`src/rtl/ptw_pkg.sv`:
```
package ptw_pkg;

    localparam int BYTE_W = 8;
    localparam int CNT_W  = 2 * BYTE_W;
    localparam int ADDR_W = 3;

    typedef enum logic [ADDR_W-1:0] {
        RA_CNT_HI = 3'd0,
        RA_CNT_LO = 3'd1,
        RA_DIV    = 3'd2,
        RA_CTRL   = 3'd3,
        RA_WDOG   = 3'd4
    } reg_addr_e;

    typedef enum logic [1:0] {
        IM_EVENT  = 2'b00,
        IM_GATED  = 2'b01,
        IM_TRIG   = 2'b10,
        IM_RETRIG = 2'b11
    } in_mode_e;

    typedef struct packed {
        logic     run;
        logic     single;
        in_mode_e mode;
        logic [3:0] spare;
    } ctrl_t;

    localparam logic [BYTE_W-1:0] CTRL_RESET = 8'h12;

    // Whether the divider may advance this cycle, by input mode.
    function automatic logic count_qualify(in_mode_e mode, logic level,
                                           logic rise, logic armed);
        logic q;
        unique case (mode)
            IM_EVENT:  q = rise;
            IM_GATED:  q = level;
            IM_TRIG:   q = armed;
            IM_RETRIG: q = armed;
            default:   q = 1'b0;
        endcase
        return q;
    endfunction

endpackage

```
`src/rtl/ptw_sync.sv`:
```
module ptw_sync #(
    parameter int STAGES = 2
) (
    input  logic clk,
    input  logic rst,
    input  logic din,
    output logic level,
    output logic rise
);
    logic [STAGES-1:0] shift_q;
    logic              prev_q;

    always_ff @(posedge clk) begin
        if (rst) begin
            shift_q <= '0;
            prev_q  <= 1'b0;
        end else begin
            shift_q <= {shift_q[STAGES-2:0], din};
            prev_q  <= shift_q[STAGES-1];
        end
    end

    assign level = shift_q[STAGES-1];
    assign rise  = shift_q[STAGES-1] & ~prev_q;
endmodule

```
`src/rtl/ptw_prescaler.sv`:
```
module ptw_prescaler #(
    parameter int W = 8
) (
    input  logic         clk,
    input  logic         rst,
    input  logic         restart,
    input  logic         advance,
    input  logic [W-1:0] div_code,
    output logic         tick
);
    logic [W-1:0] cnt_q;
    logic         at_end;

    assign at_end = (cnt_q == '0);
    assign tick   = advance & ~restart & at_end;

    always_ff @(posedge clk) begin
        if (rst) begin
            cnt_q <= '1;
        end else if (restart) begin
            cnt_q <= div_code;
        end else if (advance) begin
            cnt_q <= at_end ? div_code : cnt_q - 1'b1;
        end
    end
endmodule

```
`src/rtl/ptw_counter.sv`:
```
module ptw_counter #(
    parameter int BW = 8
) (
    input  logic            clk,
    input  logic            rst,
    input  logic            wr_hi,
    input  logic            wr_lo,
    input  logic [BW-1:0]   wdata,
    input  logic            reload,
    input  logic            tick,
    output logic [2*BW-1:0] value,
    output logic            tc
);
    localparam int W = 2 * BW;

    logic [W-1:0] load_q;
    logic [W-1:0] cnt_q;
    logic         at_zero;

    assign at_zero = (cnt_q == '0);
    assign tc      = tick & at_zero & ~reload & ~wr_hi & ~wr_lo;
    assign value   = cnt_q;

    always_ff @(posedge clk) begin
        if (rst) begin
            load_q <= '1;
            cnt_q  <= '1;
        end else begin
            if (wr_hi) load_q[W-1:BW] <= wdata;
            if (wr_lo) load_q[BW-1:0] <= wdata;

            if (wr_lo) begin
                cnt_q <= {load_q[W-1:BW], wdata};
            end else if (wr_hi) begin
                cnt_q[W-1:BW] <= wdata;
            end else if (reload) begin
                cnt_q <= load_q;
            end else if (tick) begin
                cnt_q <= at_zero ? load_q : cnt_q - 1'b1;
            end
        end
    end
endmodule

```
`src/rtl/ptw_stretch.sv`:
```
module ptw_stretch #(
    parameter int LEN = 4
) (
    input  logic clk,
    input  logic rst,
    input  logic fire,
    output logic pulse
);
    localparam int CW = $clog2(LEN + 1);

    logic [CW-1:0] cnt_q;

    always_ff @(posedge clk) begin
        if (rst) begin
            cnt_q <= '0;
        end else if (fire) begin
            cnt_q <= CW'(LEN);
        end else if (cnt_q != '0) begin
            cnt_q <= cnt_q - 1'b1;
        end
    end

    assign pulse = (cnt_q != '0);
endmodule

```
`src/rtl/ptw_timer.sv`:
```
module ptw_timer
    import ptw_pkg::*;
#(
    parameter int RST_LEN     = 4,
    parameter int SYNC_STAGES = 2
) (
    input  logic              clk,
    input  logic              rst,
    input  logic              reg_wr,
    input  logic [ADDR_W-1:0] reg_addr,
    input  logic [BYTE_W-1:0] reg_wdata,
    output logic [BYTE_W-1:0] reg_rdata,
    input  logic              ext_in,
    output logic              eoc_pulse,
    output logic              wdog_rst
);
    ctrl_t             ctrl_q;
    logic [BYTE_W-1:0] div_q;
    logic              wdog_en_q;
    logic              armed_q;
    logic              eoc_q;

    logic wr_hi, wr_lo, wr_div, wr_ctrl, wr_wdog;
    logic in_level, in_rise;
    logic trig_start, retrig_load, advance, tick, tc;
    logic [CNT_W-1:0] cnt_w;

    // Flat views for the bound checker.
    logic       run_w, single_w;
    logic [1:0] mode_w;

    assign wr_hi   = reg_wr && (reg_addr == RA_CNT_HI);
    assign wr_lo   = reg_wr && (reg_addr == RA_CNT_LO);
    assign wr_div  = reg_wr && (reg_addr == RA_DIV);
    assign wr_ctrl = reg_wr && (reg_addr == RA_CTRL);
    assign wr_wdog = reg_wr && (reg_addr == RA_WDOG);

    ptw_sync #(.STAGES(SYNC_STAGES)) u_sync (
        .clk   (clk),
        .rst   (rst),
        .din   (ext_in),
        .level (in_level),
        .rise  (in_rise)
    );

    // Edge-driven starts only apply to timer mode while running.
    always_comb begin
        trig_start  = 1'b0;
        retrig_load = 1'b0;
        if (ctrl_q.run && !wdog_en_q && in_rise) begin
            if (ctrl_q.mode == IM_TRIG && !armed_q) trig_start = 1'b1;
            if (ctrl_q.mode == IM_RETRIG) begin
                trig_start  = 1'b1;
                retrig_load = 1'b1;
            end
        end
    end

    always_comb begin
        if (wdog_en_q) begin
            advance = 1'b1;
        end else begin
            advance = ctrl_q.run &
                      count_qualify(ctrl_q.mode, in_level, in_rise, armed_q);
        end
    end

    ptw_prescaler #(.W(BYTE_W)) u_div (
        .clk      (clk),
        .rst      (rst),
        .restart  (wr_lo | trig_start),
        .advance  (advance),
        .div_code (div_q),
        .tick     (tick)
    );

    ptw_counter #(.BW(BYTE_W)) u_cnt (
        .clk    (clk),
        .rst    (rst),
        .wr_hi  (wr_hi),
        .wr_lo  (wr_lo),
        .wdata  (reg_wdata),
        .reload (retrig_load),
        .tick   (tick),
        .value  (cnt_w),
        .tc     (tc)
    );

    ptw_stretch #(.LEN(RST_LEN)) u_rst (
        .clk   (clk),
        .rst   (rst),
        .fire  (tc & wdog_en_q),
        .pulse (wdog_rst)
    );

    always_ff @(posedge clk) begin
        if (rst) begin
            ctrl_q    <= ctrl_t'(CTRL_RESET);
            div_q     <= '1;
            wdog_en_q <= 1'b0;
            armed_q   <= 1'b0;
            eoc_q     <= 1'b0;
        end else begin
            eoc_q <= tc;

            if (wr_div) div_q <= reg_wdata;

            if (wr_ctrl) begin
                ctrl_q <= ctrl_t'(reg_wdata);
            end else if (tc && ctrl_q.single && !wdog_en_q) begin
                ctrl_q.run <= 1'b0;
            end

            if (wr_wdog && reg_wdata[0]) wdog_en_q <= 1'b1;

            if (!ctrl_q.run || wdog_en_q) begin
                armed_q <= 1'b0;
            end else if (trig_start) begin
                armed_q <= 1'b1;
            end else if (tc) begin
                armed_q <= 1'b0;
            end
        end
    end

    always_comb begin
        unique case (reg_addr)
            RA_CNT_HI: reg_rdata = cnt_w[CNT_W-1:BYTE_W];
            RA_CNT_LO: reg_rdata = cnt_w[BYTE_W-1:0];
            RA_DIV:    reg_rdata = div_q;
            RA_CTRL:   reg_rdata = ctrl_q;
            RA_WDOG:   reg_rdata = {{(BYTE_W-1){1'b0}}, wdog_en_q};
            default:   reg_rdata = '0;
        endcase
    end

    assign eoc_pulse = eoc_q;
    assign run_w     = ctrl_q.run;
    assign single_w  = ctrl_q.single;
    assign mode_w    = ctrl_q.mode;
endmodule

```
`config.mk`:
```
export PLATFORM = sky130hd
export DESIGN_NAME = ptw_timer
export DESIGN_NICKNAME = d
export VERILOG_FILES = /design/src/rtl/ptw_pkg.sv /design/src/rtl/ptw_sync.sv /design/src/rtl/ptw_prescaler.sv /design/src/rtl/ptw_counter.sv /design/src/rtl/ptw_stretch.sv /design/src/rtl/ptw_timer.sv
export SDC_FILE = /design/constraint.sdc
export NUM_CORES = 1
export LEC_CHECK = 0
export BUFFER_PORTS_ARGS = -buffer_cell sky130_fd_sc_hd__buf_2
export CAP_MARGIN = 20
export CORE_MARGIN = 5
export CORE_UTILIZATION = 30
export CTS_CLUSTER_DIAMETER = 120
export DETAILED_ROUTE_END_ITERATION = 16
export GPL_TIMING_DRIVEN = 0
export HOLD_SLACK_MARGIN = 0.12
export MAX_ROUTING_LAYER = met4
export PLACE_DENSITY_LB_ADDON = 0.25
export SETUP_SLACK_MARGIN = 0.05
export SKIP_CTS_REPAIR_TIMING = 1
export SLEW_MARGIN = 25
export SYNTH_ARGS = -nofsm -noshare
export SYNTH_HDL_FRONTEND = slang
export SYNTH_SLANG_ARGS = --single-unit
export TNS_END_PERCENT = 1
```
`constraint.sdc`:
```
create_clock -name clk -period 2.9 [get_ports clk]
set_input_delay 0.145 -clock clk [delete_from_list [all_inputs] [get_ports clk]]
set_output_delay 0.145 -clock clk [all_outputs]
set_load 0.005 [all_outputs]
```
==> impl_metrics.csv <==
group,metric,value,unit
outcome,outcome,"completed",
setup_path,cp-start-kind,"flip-flop",
setup_path,end_kind,"flip-flop",
die,initial_utilization,30.5,%
pwr,p_total,0.00247,W
pwr,power_density,574,mW/mm2
setup_path,critPathMaxFanout,10,
sta,worstMarginPinSlew,0.787,ns
clock_network,cts_max_level,3,
layout,area_growth,17.7,%
die,rows,40,
global_route,overflow,0,
global_route,antenna_found_initial,0,
drt,drc,0,
clock_network,root_buffer,"clkbuf_16",
sta,period_needed,2.59,ns
sta,maxSlewViolCount,0,
drt,top_layer_used,"met4",
die,fp.dieW,120,um
clock_network,clkTransAtPathRegs,0.06,ns
die,die_area,0.0145,mm2
sta,finalSetupTns,0,ns
pwr,peakVddDrop,0.289,mV
layout,layout-drive-gt1-share,14.8,%
global_route,grt_pass1_vias,3402,
clock_network,cts_tree,"built",
yosys,synth_seq_area_share,35.7,%
sta,slew_headroom,47.2,%
clock_network,clockBufferDepth,2,
clock_network,clk_latency,0.34,ns
setup_path,criticalPathCategory,"flip-flop to flip-flop",
drt,routed_wl,12200,um
clock_network,clock_sinks,65,
yosys,ys.flop_type,"dfxtp_1",
layout,nets,496,
run,maxCapViolations,0,
sta,setup_viol,0,
die,ioPinCount,25,
global_route,grt_pass1_wl,19500,um
yosys,synth_warnings,0,
setup_path,cp.arrival,2.80,ns
die,die_h,120,um
yosys,synth_top_cell_area_share,35.7,%
global_route,grt_use_total,17.9,%
sta,max_freq,386,MHz
global_route,grt_max_degree,12,
yosys,synth.avg_cell_area,8.31,um2
drt,first_pass_iters,4,
clock_network,cts_buffers,9,
place,io_buffers,22,
drt,wl_per_cell,19.5,um
sta,finalClockSkew,0.0108,ns
sta,min_period_over_period,89.3,%
drt,wl_met1,5730,um
place,place_congestion,0.934,
yosys,syn_inst,439,
yosys,synth_cell_type_count,73,
place,dpl.hpwl,9010,um
pwr,p_leak,1.60,nW
drt,viasPerCell,5.81,
yosys,synth_area_leaders,"dfxtp_1 (36%), nand2_1 (6.1%), nand3_1 (3.8%), a21oi_1 (3.7%), mux4_2 (3.7%)",
yosys,ys_seq_elements,65,
yosys,synth-edff-count,0,
yosys,syn_nets,461,
drt,wl_met2,5170,um
layout,diodes,0,
sta,hold_viol_final,0,
drt,detail_route.iter0.violations,266,
yosys,yosys.area.top_type,"dfxtp_1",
drt,wl_met3,875,um
min_path,worstHoldPathType,"primary input to flip-flop",
die,coreArea,0.0120,mm2
yosys,syn_area,0.00365,mm2
drt,vias,3636,
drt,postRouteAntennaNets,0,
yosys,synth_async_sr_flop_share,0,%
setup_path,cp.required,3.10,ns
sta,rsz0062_at_grt,"no",
## cell families after synthesis
family                   count (synthesis)  synth area share [%]
AND/OR/NAND/NOR                        183                  27.0
AO/OA/AOI/OAI                          123                  23.0
flip-flops                              65                  35.7
buffers and inverters                   44                  5.01
multiplexers                            10                  5.32
XOR/XNOR                                 7                  1.68
adder cells (fa/ha/maj)                  7                  2.40
## power by group
part	total [W]	internal, W	switching (W)
clock network	0.00119	0.000774	0.000415
logic	0.000306	0.000126	0.000180
registers	0.000970	0.000936	0.0000342
total	0.00247	0.00184	0.000629
## flip-flops by register name, summed over array words and instances, names as in the netlist
register and cells:
wdog_en_q 1, div_q 8, u_rst.cnt_q 3, u_div.cnt_q 8, u_cnt.value 16, u_cnt.load_q 16
single_w 1, mode_w 2, u_sync.shift_q 2, u_sync.prev_q 1, eoc_pulse 1, armed_q 1
ctrl_q 4, run_w 1
## cell type report
type | instances | area (um2)
timing repair buffer | 24 | 130
tap | 147 | 184
sequential | 65 | 1300
fill | 1231 | 7670
clock buffer | 11 | 243
inverter | 20 | 75.1
clock inverter | 5 | 78.8
buffer | 24 | 108
multi-input combinational | 330 | 2170
## layer usage
metal	GRT usage, %	up-vias
met3	3.13	30
met1	24.9	1722
li1	-	1712
met2	24.8	172
met5	-	-
met4	9.35	0
## placed cells by master (no fill, tap or decap), types with 5 or more instances in the layout
cell,count
dfxtp_1,65
a211oi_1,6
nor2_1,21
o21ai_0,15
ha_1,7
inv_1,20
mux4_2,6
nand3_1,28
or3_1,5
o211ai_1,10
a21oi_1,27
a31oi_1,8
nor2b_1,15
clkbuf_1,16
nor3_1,16
nand2_1,59
a32oi_1,6
clkbuf_16,9
o21ai_1,8
buf_2,27
## cells in the mapped netlist (all sizes together), types with 2 or more instances
cell and number:
nor3b 2, nand3 28, and3 3, clkbuf 15
inv 20, nand2b 2, ha 7, o32a 3
nor4 3, mux4 7, and2 4, a21oi 27
and4bb 2, a211oi 7, nand4 3, nor3 18
o211ai 10, or3 5, or4 7, a221o 3
nor2b 15, a211o 2, o221ai 2, a22oi 3
a21o 2, nor2 21, o22ai 4, buf 9
mux2 2, nor4b 3, xnor2 4, or4bb 2
o21ai 24, o21a 3, a32oi 6, a31oi 8
a311oi 2, nand2 59, o31ai 5, dfxtp 65
xor2 3
## worst max-delay path, cell delays in order, from the launching register on
cell      delay, ns
dfxtp_1        0.44
and4bb_2       0.30
a31oi_1        0.63
buf_2          0.34
nand3_1        0.22
nor3_1         0.42
nor3_1         0.10
## path summary, 6_finish.rpt
path                            slack, ns  depth (start not counted)         endpoint            start
worst min register to register       0.44                          2  u_cnt.load_q[9]  u_cnt.load_q[9]
worst max register to register       0.31                          6   u_rst.cnt_q[1]        wdog_en_q
worst min-delay path                 0.09                          3  u_cnt.load_q[9]              rst
worst max-delay path                 0.31                          6   u_rst.cnt_q[1]        wdog_en_q
## through the flow
| step | hold slack, ns | area [um2] | setup WS, ns | util (%) | cells |
|---|---|---|---|---|---|
| after CTS | 0.0128 | 4270 | 0.343 | 35.7 | 624 |
| final | 0.0894 | 4290 | 0.309 | 35.9 | 626 |
| after global placement | 0.359 | 3940 | 0.273 | 32.9 | 608 |
| after detailed placement | 0.372 | 3950 | 0.339 | 33.0 | 608 |
| after global routing | 0.130 | 4290 | 0.216 | 35.9 | 626 |
| after floorplan | 0.240 | 3650 | 0.823 | - | 439 |
Note: power is estimated with default switching activity, not from simulation.
